## src/rtl/sbe_pkg.sv

```systemverilog
package sbe_pkg;
   localparam logic [2:0] RI_MODE  = 3'd0;
   localparam logic [2:0] RI_EVENT = 3'd1;
   localparam logic [2:0] RI_MASK  = 3'd2;
   localparam logic [2:0] RI_TXD   = 3'd3;
   localparam logic [2:0] RI_RXD   = 3'd4;

   localparam logic [1:0] SZ_BYTE = 2'd0;
   localparam logic [1:0] SZ_HALF = 2'd1;

   // bytes moved by one access of the given size
   function automatic logic [2:0] size_bytes(input logic [1:0] sz);
      case (sz)
         SZ_BYTE: size_bytes = 3'd1;
         SZ_HALF: size_bytes = 3'd2;
         default: size_bytes = 3'd4;
      endcase
   endfunction
endpackage

```

## src/rtl/sbe_byte_fifo.sv

```systemverilog
module sbe_byte_fifo #(
   parameter int DEPTH = 32,
   parameter int LANES = 4
) (
   input  logic                       clk,
   input  logic                       rst_n,
   input  logic [$clog2(LANES+1)-1:0] push_n,
   input  logic [LANES*8-1:0]         push_data,
   input  logic [$clog2(LANES+1)-1:0] pop_n,
   output logic [LANES*8-1:0]         peek_data,
   output logic [$clog2(DEPTH+1)-1:0] count
);
   localparam int AW = $clog2(DEPTH);
   localparam int CW = $clog2(DEPTH+1);
   localparam int NW = $clog2(LANES+1);

   if ((DEPTH & (DEPTH-1)) != 0 || DEPTH < LANES) begin : g_bad_depth
      $error("sbe_byte_fifo: DEPTH must be a power of two not below LANES");
   end

   logic [7:0]    mem [DEPTH];
   logic [AW-1:0] wr_ptr, rd_ptr;

   always_ff @(posedge clk) begin
      for (int i = 0; i < LANES; i++) begin
         if (NW'(i) < push_n) mem[wr_ptr + AW'(i)] <= push_data[i*8 +: 8];
      end
   end

   always_ff @(posedge clk) begin
      if (!rst_n) begin
         wr_ptr <= '0;
         rd_ptr <= '0;
         count  <= '0;
      end else begin
         wr_ptr <= wr_ptr + AW'(push_n);
         rd_ptr <= rd_ptr + AW'(pop_n);
         count  <= count + CW'(push_n) - CW'(pop_n);
      end
   end

   for (genvar g = 0; g < LANES; g++) begin : g_peek
      assign peek_data[g*8 +: 8] = (CW'(g) < count) ? mem[rd_ptr + AW'(g)] : 8'h00;
   end
endmodule

```

## src/rtl/sbe_evt_ctl.sv

```systemverilog
module sbe_evt_ctl #(
   parameter int DEPTH = 32,
   parameter int CW    = 6
) (
   input  logic          clk,
   input  logic          rst_n,
   input  logic [CW-1:0] tx_free,
   input  logic [CW-1:0] rx_cnt,
   input  logic [5:0]    tx_thr,
   input  logic [5:0]    rx_thr,
   input  logic          ovr_pulse,
   input  logic          done_pulse,
   input  logic          clr_en,
   input  logic [5:0]    clr_bits,
   input  logic [7:0]    mask,
   output logic [7:0]    flags,
   output logic          irq
);
   // level conditions, index: 0 tx thr, 1 rx full, 2 rx thr, 3 tx empty
   logic [3:0] lvl, lvl_q, rise;
   // latched bits, index k is event bit 10+k
   logic [5:0] lat, set_v;

   always_comb begin
      lvl[0] = 6'(tx_free) >= tx_thr;
      lvl[1] = rx_cnt == CW'(DEPTH);
      lvl[2] = 6'(rx_cnt) > rx_thr;
      lvl[3] = tx_free == CW'(DEPTH);
      rise   = lvl & ~lvl_q;
      set_v  = {rise[3], done_pulse, rise[2], rise[1], rise[0], ovr_pulse};
   end

   always_ff @(posedge clk) begin
      if (!rst_n) begin
         lvl_q <= '0;
         lat   <= '0;
      end else begin
         lvl_q <= lvl;
         lat   <= (lat & ~(clr_en ? clr_bits : 6'h00)) | set_v;
      end
   end

   assign flags = {lat, rx_cnt != '0, tx_free != '0};
   assign irq   = |(flags & mask);
endmodule

```

## src/rtl/spi_buf_evt.sv

```systemverilog
module spi_buf_evt
   import sbe_pkg::*;
#(
   parameter int          DEPTH      = 32,
   parameter int          BUS_W      = 32,
   parameter logic [5:0]  TX_THR_RST = 6'd4,
   parameter logic [5:0]  RX_THR_RST = 6'd15
) (
   input  logic        clk,
   input  logic        rst_n,
   input  logic        bus_wr,
   input  logic        bus_rd,
   input  logic [2:0]  bus_reg,
   input  logic [1:0]  bus_size,
   input  logic [31:0] bus_wdata,
   output logic [31:0] bus_rdata,
   output logic        eng_tx_valid,
   output logic [7:0]  eng_tx_byte,
   input  logic        eng_tx_pop,
   input  logic        eng_rx_push,
   input  logic [7:0]  eng_rx_byte,
   input  logic        eng_done,
   output logic [5:0]  tx_free,
   output logic [5:0]  rx_level,
   output logic        irq
);
   localparam int LANES = BUS_W / 8;
   localparam int CW    = $clog2(DEPTH+1);
   localparam int NW    = $clog2(LANES+1);

   if (BUS_W != 32 || DEPTH < 4 || DEPTH > 32 || (DEPTH & (DEPTH-1)) != 0) begin : g_bad_cfg
      $error("spi_buf_evt: needs a 32-bit bus and a power-of-two DEPTH of 4..32");
   end

   logic             ctl_en, ctl_loop;
   logic [5:0]       tx_thr, rx_thr;
   logic [7:0]       irq_mask, evt_flags;
   logic [CW-1:0]    tx_cnt, rx_cnt, tx_free_w;
   logic [NW-1:0]    acc_n, tx_push_n, rx_pop_n, tx_pop_n, rx_push_n;
   logic [BUS_W-1:0] wr_al, rd_al, rx_rd_word, tx_push_data, rx_push_data;
   logic [BUS_W-1:0] tx_peek, rx_peek;
   logic             tx_wr, tx_fits, tx_ovr, rx_rd, tx_pop_ok;
   logic             rx_src_v, rx_full, rx_ovr;
   logic [7:0]       rx_src_b;

   assign acc_n     = NW'(size_bytes(bus_size));
   assign tx_free_w = CW'(DEPTH) - tx_cnt;

   // ---------------- transmit side ----------------
   assign tx_wr     = bus_wr && (bus_reg == RI_TXD);
   assign tx_fits   = tx_free_w >= CW'(acc_n);
   assign tx_push_n = (tx_wr && tx_fits) ? acc_n : '0;
   assign tx_ovr    = tx_wr && !tx_fits;
   assign wr_al     = bus_wdata << (8 * (LANES - int'(acc_n)));

   for (genvar g = 0; g < LANES; g++) begin : g_tx_lane
      assign tx_push_data[g*8 +: 8] = wr_al[BUS_W-1-g*8 -: 8];
   end

   assign tx_pop_ok    = ctl_en && eng_tx_pop && (tx_cnt != '0);
   assign tx_pop_n     = NW'(tx_pop_ok);
   assign eng_tx_valid = ctl_en && (tx_cnt != '0);
   assign eng_tx_byte  = tx_peek[7:0];

   sbe_byte_fifo #(.DEPTH(DEPTH), .LANES(LANES)) u_tx_fifo (
      .clk       (clk),
      .rst_n     (rst_n),
      .push_n    (tx_push_n),
      .push_data (tx_push_data),
      .pop_n     (tx_pop_n),
      .peek_data (tx_peek),
      .count     (tx_cnt)
   );

   // ---------------- receive side ----------------
   always_comb begin
      if (ctl_loop) begin
         rx_src_v = tx_pop_ok;
         rx_src_b = tx_peek[7:0];
      end else begin
         rx_src_v = ctl_en && eng_rx_push;
         rx_src_b = eng_rx_byte;
      end
   end

   assign rx_full      = rx_cnt == CW'(DEPTH);
   assign rx_push_n    = NW'(rx_src_v && !rx_full);
   assign rx_ovr       = rx_src_v && rx_full;
   assign rx_push_data = {{(BUS_W-8){1'b0}}, rx_src_b};
   assign rx_rd        = bus_rd && (bus_reg == RI_RXD);

   always_comb begin
      if (!rx_rd)                    rx_pop_n = '0;
      else if (rx_cnt >= CW'(acc_n)) rx_pop_n = acc_n;
      else                           rx_pop_n = NW'(rx_cnt);
   end

   for (genvar g = 0; g < LANES; g++) begin : g_rx_lane
      assign rd_al[BUS_W-1-g*8 -: 8] = rx_peek[g*8 +: 8];
   end
   assign rx_rd_word = rd_al >> (8 * (LANES - int'(acc_n)));

   sbe_byte_fifo #(.DEPTH(DEPTH), .LANES(LANES)) u_rx_fifo (
      .clk       (clk),
      .rst_n     (rst_n),
      .push_n    (rx_push_n),
      .push_data (rx_push_data),
      .pop_n     (rx_pop_n),
      .peek_data (rx_peek),
      .count     (rx_cnt)
   );

   // ---------------- control and mask ----------------
   always_ff @(posedge clk) begin
      if (!rst_n) begin
         ctl_en   <= 1'b0;
         ctl_loop <= 1'b0;
         tx_thr   <= TX_THR_RST;
         rx_thr   <= RX_THR_RST;
         irq_mask <= '0;
      end else if (bus_wr) begin
         if (bus_reg == RI_MODE) begin
            ctl_en   <= bus_wdata[31];
            ctl_loop <= bus_wdata[30];
            tx_thr   <= bus_wdata[13:8];
            rx_thr   <= bus_wdata[5:0];
         end
         if (bus_reg == RI_MASK) irq_mask <= bus_wdata[15:8];
      end
   end

   sbe_evt_ctl #(.DEPTH(DEPTH), .CW(CW)) u_evt (
      .clk        (clk),
      .rst_n      (rst_n),
      .tx_free    (tx_free_w),
      .rx_cnt     (rx_cnt),
      .tx_thr     (tx_thr),
      .rx_thr     (rx_thr),
      .ovr_pulse  (tx_ovr || rx_ovr),
      .done_pulse (eng_done),
      .clr_en     (bus_wr && (bus_reg == RI_EVENT)),
      .clr_bits   (bus_wdata[15:10]),
      .mask       (irq_mask),
      .flags      (evt_flags),
      .irq        (irq)
   );

   assign tx_free  = 6'(tx_free_w);
   assign rx_level = 6'(rx_cnt);

   always_comb begin
      case (bus_reg)
         RI_MODE:  bus_rdata = {ctl_en, ctl_loop, 16'h0000, tx_thr, 2'b00, rx_thr};
         RI_EVENT: bus_rdata = {2'b00, rx_level, 2'b00, tx_free, evt_flags, 8'h00};
         RI_MASK:  bus_rdata = {16'h0000, irq_mask, 8'h00};
         RI_RXD:   bus_rdata = rx_rd_word;
         default:  bus_rdata = '0;
      endcase
   end
endmodule

```

## config.mk

```make
export PLATFORM = sky130hd
export DESIGN_NAME = spi_buf_evt
export DESIGN_NICKNAME = d
export VERILOG_FILES = /design/src/rtl/sbe_pkg.sv /design/src/rtl/sbe_byte_fifo.sv /design/src/rtl/sbe_evt_ctl.sv /design/src/rtl/spi_buf_evt.sv
export SDC_FILE = /design/constraint.sdc
export NUM_CORES = 2
export LEC_CHECK = 0
export ABC_CLOCK_PERIOD_IN_PS = 4290
export BUFFER_PORTS_ARGS = -buffer_cell sky130_fd_sc_hd__buf_2
export CAP_MARGIN = 5
export CORE_ASPECT_RATIO = 1.75
export CORE_MARGIN = 3
export CORE_UTILIZATION = 45
export CTS_CLUSTER_DIAMETER = 150
export DETAILED_ROUTE_END_ITERATION = 10
export PLACE_DENSITY_LB_ADDON = 0.08
export SYNTH_ARGS = -nofsm -noshare
export SYNTH_HDL_FRONTEND = slang
export SYNTH_SLANG_ARGS = --single-unit
```

## constraint.sdc

```tcl
create_clock -name clk -period 4.29 [get_ports clk]
set_input_delay 0.6435 -clock clk [delete_from_list [all_inputs] [get_ports clk]]
set_output_delay 0.6435 -clock clk [all_outputs]
set_load 0.05 [all_outputs]
```

Word-level counts from Yosys, hierarchy flattened

Memories as Yosys holds them, arrays and structs flattened. A register that Yosys moved wholly into a read port is not among the register bits.
Cells that the tools add are included.

$add $sub $neg: 19
$mul: 0
Divide/modulo/power cells: 0
$lt $le $gt $ge: 17
Eq/ne operators: 7
Shift operators: 2
Multiplexer cells: 40
Bitwise operators: 6
Reduce and logical (&&, ||, !) cells: 25

Operator list:

| cell                | number |
|---|---|
| $pmux 32 s4         | 1 |
| $mux 8              | 9 |
| $reduce_or 8->1     | 4 |
| $shl 32x32->32      | 1 |
| $shr 32x32->32      | 1 |
| $add 5x2->5 const B | 6 |
| $mux 5              | 5 |
| $mux 1              | 20 |
| $lt 1x6->1 const A  | 3 |
| $reduce_bool 6->1   | 3 |
| $add 5x1->5 const B | 3 |
| $eq 6x6->1 const B  | 2 |
| $ge 6x3->1          | 2 |
| $lt 2x6->1 const A  | 2 |
| $logic_and 1x1->1   | 11 |
| $add 5x1->5         | 2 |
| $add 5x3->5         | 2 |
| $mux 3              | 3 |
| $and 8x8->8         | 1 |
| $add 6x1->6         | 1 |
| $add 6x3->6         | 1 |
| $and 6x6->6         | 1 |
| $eq 3x2->1 const B  | 2 |
| $ge 6x6->1          | 1 |
| other kinds (23)    | 29 |

Register bits after elaboration: 64
Latch bits: 0
Bits in writable memories: 512
Memory bits (read-only): 0
Bits of input ports: 52
Output and inout port bits: 54
Memories kept: 2

Memory list:

| name          | depth | width | rd ports | clocked after Yosys merged registers in | write ports | RTL line            | source |
|---|---|---|---|---|---|---|---|
| u_rx_fifo.mem | 32    | 8     | 4        | 1                                       | 1           | sbe_byte_fifo.sv:21 | `logic [7:0] mem [DEPTH];` |
| u_tx_fifo.mem | 32    | 8     | 1        | 1                                       | 4           | sbe_byte_fifo.sv:21 |  |

Depth between registers and ports, before layout

Depth in word-level cells: 11
Mapped depth: 21
Depth with buffers taken out: 20

Modules after synthesis

A second synthesis with hierarchy kept.

Cells, all modules: 5185
Area total of the unflattened synthesis: 56093.8 µm²

By module, submodules not included:

| module                    | instances | cells an instance | area an instance (µm²) | seq. area each (µm²) |
|---|---|---|---|---|
| sbe_byte_fifo (u_tx_fifo) | 1         | 2449              | 26898.3                | 8007.7 |
| sbe_byte_fifo (u_rx_fifo) | 1         | 2329              | 26142.6                | 8007.7 |
| spi_buf_evt               | 1         | 324               | 2361.0                 | 440.4 |
| sbe_evt_ctl               | 1         | 83                | 691.9                  | 200.2 |

Worst setup path before layout

OpenSTA, ideal clock, no wires.

Path kind: register to output
Start point: register u_rx_fifo.rd_ptr[1]
End point: output port bus_rdata[19]
Data arrival time: 4748 ps
Path slack: -1101 ps
Cell stages (with the launch flop): 15
Path buffers: 7
Path through: dfxtp_1 -> clkbuf_1 -> buf_2 -> clkbuf_1 -> clkbuf_1 -> inv_1 -> ha_1 -> buf_1 -> buf_1 -> clkbuf_1 -> mux4_2 -> o22ai_1 -> nand2_1 -> a2bb2oi_1 -> o21ai_0

Word-level cells in the longest chain between the ends: 5
Elaborated cells between the ends (all ways): 9
Those cells by class: add/sub (3); shift (1); mux (4); memory (1)

RTL lines:

| what                                       | RTL line            | source |
|---|---|---|
| start: declaration                         | sbe_byte_fifo.sv:22 | `logic [AW-1:0] wr_ptr, rd_ptr;` |
| start signal: assignment                   | sbe_byte_fifo.sv:37 | `rd_ptr <= rd_ptr + AW'(pop_n);` |
| $add 5x2->5 or $add 5x1->5 (tied branches) | sbe_byte_fifo.sv:43 | `assign peek_data[g*8 +: 8] = (CW'(g) < count) ? mem[rd_ptr + AW'(g)] : 8'h00;` |
| $mem_v2 32x8 *                             | --                  |  |
| $mux 8                                     | sbe_byte_fifo.sv:43 |  |
| $shr 32x32->32 *                           | spi_buf_evt.sv:101  | `assign rx_rd_word = rd_al >> (8 * (LANES - int'(acc_n)));` |
| $pmux 32 s4 *                              | spi_buf_evt.sv:152  | `case (bus_reg)` |
| end: declaration                           | spi_buf_evt.sv:16   | `output logic [31:0] bus_rdata,` |

Every way passes the cells marked *; elsewhere a longest branch is shown, timed or not.

Final worst setup path

Start point: register u_rx_fifo.rd_ptr[1]
End point: output port bus_rdata[11]

The elaborated chain is that of the path after synthesis.

==> results_dict.tcl <==
set metrics [dict create \
    outcome "finished with violations" \
    violations "setup timing" \
    final_core_util_pct 54.2 \
    async_flop_share_pct 0 \
    dieArea_um2 91100 \
    clk-insertion-delay-late_ps 680 \
    initial_core_util_pct 45.6 \
    p_seq_share_pct 40.3 \
    ys_types 92 \
    cts_root_buf "clkbuf_16" \
    drive_above_1_share_pct 29.2 \
    fin_ws_ps -112 \
    leakage_uw 0.0164 \
    place_hpwl_um 147000 \
    cts.path.max_buffers 3 \
    grt_pass1_vias 36315 \
    comb_power_share_pct 25.6 \
    clkTransAtPathRegs_ps 70 \
    grt_pass1_wl_um 282000 \
    drc_errors 0 \
    drt-pass1-iter-count 10 \
    end_kind "primary output" \
    syn_nets 3627 \
    path_class "reg -> out" \
    vias 37014 \
    rsz0062_at_grt "true" \
    maxSlewViolCount 0 \
    fin_crit_sh_pct 103 \
    cts-htree-levels 2 \
    wl_um 205000 \
    max_freq_mhz 227 \
    holdWs_ps 281 \
    via_per_inst 7.43 \
    tightest_slew_ps 1220 \
    grtUsageTotal_pct 44.2 \
    syn_avg_cell_area_um2 11.2 \
    cts_tree "yes" \
    port_buffers 105 \
    gp_congestion 1.24 \
    clkPwrFrac_pct 34.1 \
    cp.required_ps 3650 \
    grt_max_degree 67 \
    areaGrowthSynthToFinish_pct 18.8 \
    overflow 0 \
    ys_seq_area_share_pct 42.4 \
    synth_top_flop_cell "edfxtp_1" \
    core_area_um2 86200 \
    die_x_um 229 \
    finClkSkew_ps 55.0 \
    placedInstanceArea_um2 43800 \
    synth-edff-count 512 \
    swShare_pct 33.1 \
    ys_warn_count 0 \
    period_needed_ps 4400 \
    syn_inst 3514 \
    nets 3893 \
    fin_setup_tns_ps -564 \
    core.rowCount 142 \
    p_switching_uw 5170 \
    synth-seq-cells 576 \
    netlist_area_um2 39300 \
    antenna_found_initial 17 \
    ir_worst_vdd_mv 0.392 \
    hold_viol_final 0 \
    start_kind "flip-flop" \
    path_max_fanout 46 \
    power.density_nw_per_um2 335 \
    ios 106 \
    final_area_um2 46700 \
    hold_path.class "in -> reg" \
    cp_data_arrival_time_ps 3760 \
    numCtsBuffers 56 \
    drtIter0Drc 6390 \
    slew_headroom_pct 17.9 \
    die_y_um 397 \
    avgRoutedWirePerCell_um 41.0 \
    ant_nets 0 \
    internal_power_uw 10500 \
    cap_violations 0 \
    setup_viol_count_final 10 \
    cts_sinks 576 \
]
==> path summary, 6_finish.rpt <==
kind | start | endpoint | slack (ps) | cells after the start
max | u_rx_fifo.rd_ptr[1] | bus_rdata[11] | -110 | 9
min | bus_wdata[31] | ctl_en | 280 | 3
max reg2reg | u_tx_fifo.count[0] | u_tx_fifo.mem[8][6] | 240 | 13
min reg2reg | u_evt.lvl_q[3] | u_evt.lat[5] | 420 | 1
==> state kept, by name (all words and copies together) (netlist names), 6 cells and up <==
register	flops
tx_thr	6
rx_thr	6
irq_mask	8
u_rx_fifo.mem	256
u_tx_fifo.mem	256
u_tx_fifo.count	6
u_evt.lat	6
u_rx_fifo.count	6
==> layout make-up <==
class,instances,area [µm²]
fill,7381,39500
tap,1152,1440
clock buffer,64,1470
clock inverter,40,422
sequential,576,16700
inverter,56,214
timing repair buffer,548,4900
antenna,7,17.5
multi-input combinational,2542,21600
==> cells in the mapped netlist, types with 22 or more instances <==
library cell	n	area [µm²]
ha_1	57	713
o221ai_1	22	193
o22ai_1	142	888
o21ai_0	159	796
nor2_1	341	1280
inv_1	53	199
buf_1	33	124
a22o_1	23	201
and2_1	41	257
nor3_2	24	240
a21oi_1	158	791
nand4_1	28	175
nand3_1	82	410
nor2b_1	24	150
edfxtp_1	512	15400
clkbuf_1	213	800
xnor2_1	22	193
a221oi_1	105	920
mux4_2	311	7000
buf_2	80	400
and3_1	23	144
nand2_1	348	1310
mux2i_1	159	1590
nor3_1	46	230
o211ai_1	37	278
a211oi_1	92	691
dfxtp_1	64	1280
==> per-layer routing <==
layer	GRT usage, %	routed length (µm)	share of wire, %	vias to the layer above
met1	41.8	56700	28	17703
met4	48.5	30600	15	10
li1	-	-	-	14457
met5	0.862	145	0.071	-
met2	71.4	93800	46	3424
met3	14.5	23200	11	1420
==> kinds of logic after synthesis <==
family / share of synthesized area (%)
muxes: 22.2
buffers and inverters: 4.25
DFF: 42.4
xor gates and xnor gates: 0.933
adders and majority gates: 2.04
AOI/OAI and AO/OA: 15.3
and+or+nand+nor: 12.8
==> repair_timing <==
item / CTS / global route
pin swaps: 4 / 12
cloned: 6 / 2
buffers inserted: 15 / 9
hold buffers: 0 / 0
gates resized for setup: 60 / 46
endpoints found under the setup margin: 27 / 20
==> power groups by stage <==
stage	registers (µW)	logic (µW)	clock network, µW
after floorplan	6450	2100	0
after global placement	6410	3630	0
after detailed placement	6410	3670	0
after CTS	6290	3780	5350
after global routing	6290	4100	5550
final	6290	4000	5330
==> worst max-delay path, cell delays in order, from the launching register on <==
cell,delay [ps]
dfxtp_4,460
buf_4,250
buf_16,310
mux4_2,740
o22ai_2,260
buf_4,160
o22ai_1,120
a31oi_1,240
o22ai_2,210
buf_2,270
==> per-stage QoR <==
step | setup slack, ps | instances | power (µW)
2_1_floorplan | 8.32 | 3514 | 8550
3_3_place_gp | -206 | 4842 | 10000
3_5_place_dp | -167 | 4842 | 10100
4_1_cts | -15.5 | 4967 | 15400
5_1_grt | -108 | 4979 | 15900
6_report | -112 | 4985 | 15600
==> placed cells by master, fill, tap and decap left out, types with 41 or more instances in the layout <==
| cell type | n |
|---|---|
| o22ai_1 | 139 |
| nor2_1 | 339 |
| buf_12 | 48 |
| inv_1 | 51 |
| a211oi_1 | 90 |
| nand3_1 | 81 |
| buf_2 | 82 |
| mux2i_1 | 156 |
| clkbuf_16 | 59 |
| ha_1 | 54 |
| edfxtp_1 | 512 |
| buf_4 | 384 |
| dfxtp_1 | 59 |
| mux4_2 | 311 |
| a221oi_1 | 104 |
| nor3_1 | 41 |
| o21ai_0 | 147 |
| nand2_1 | 348 |
| a21oi_1 | 154 |
(Power assumes the default switching activity.)
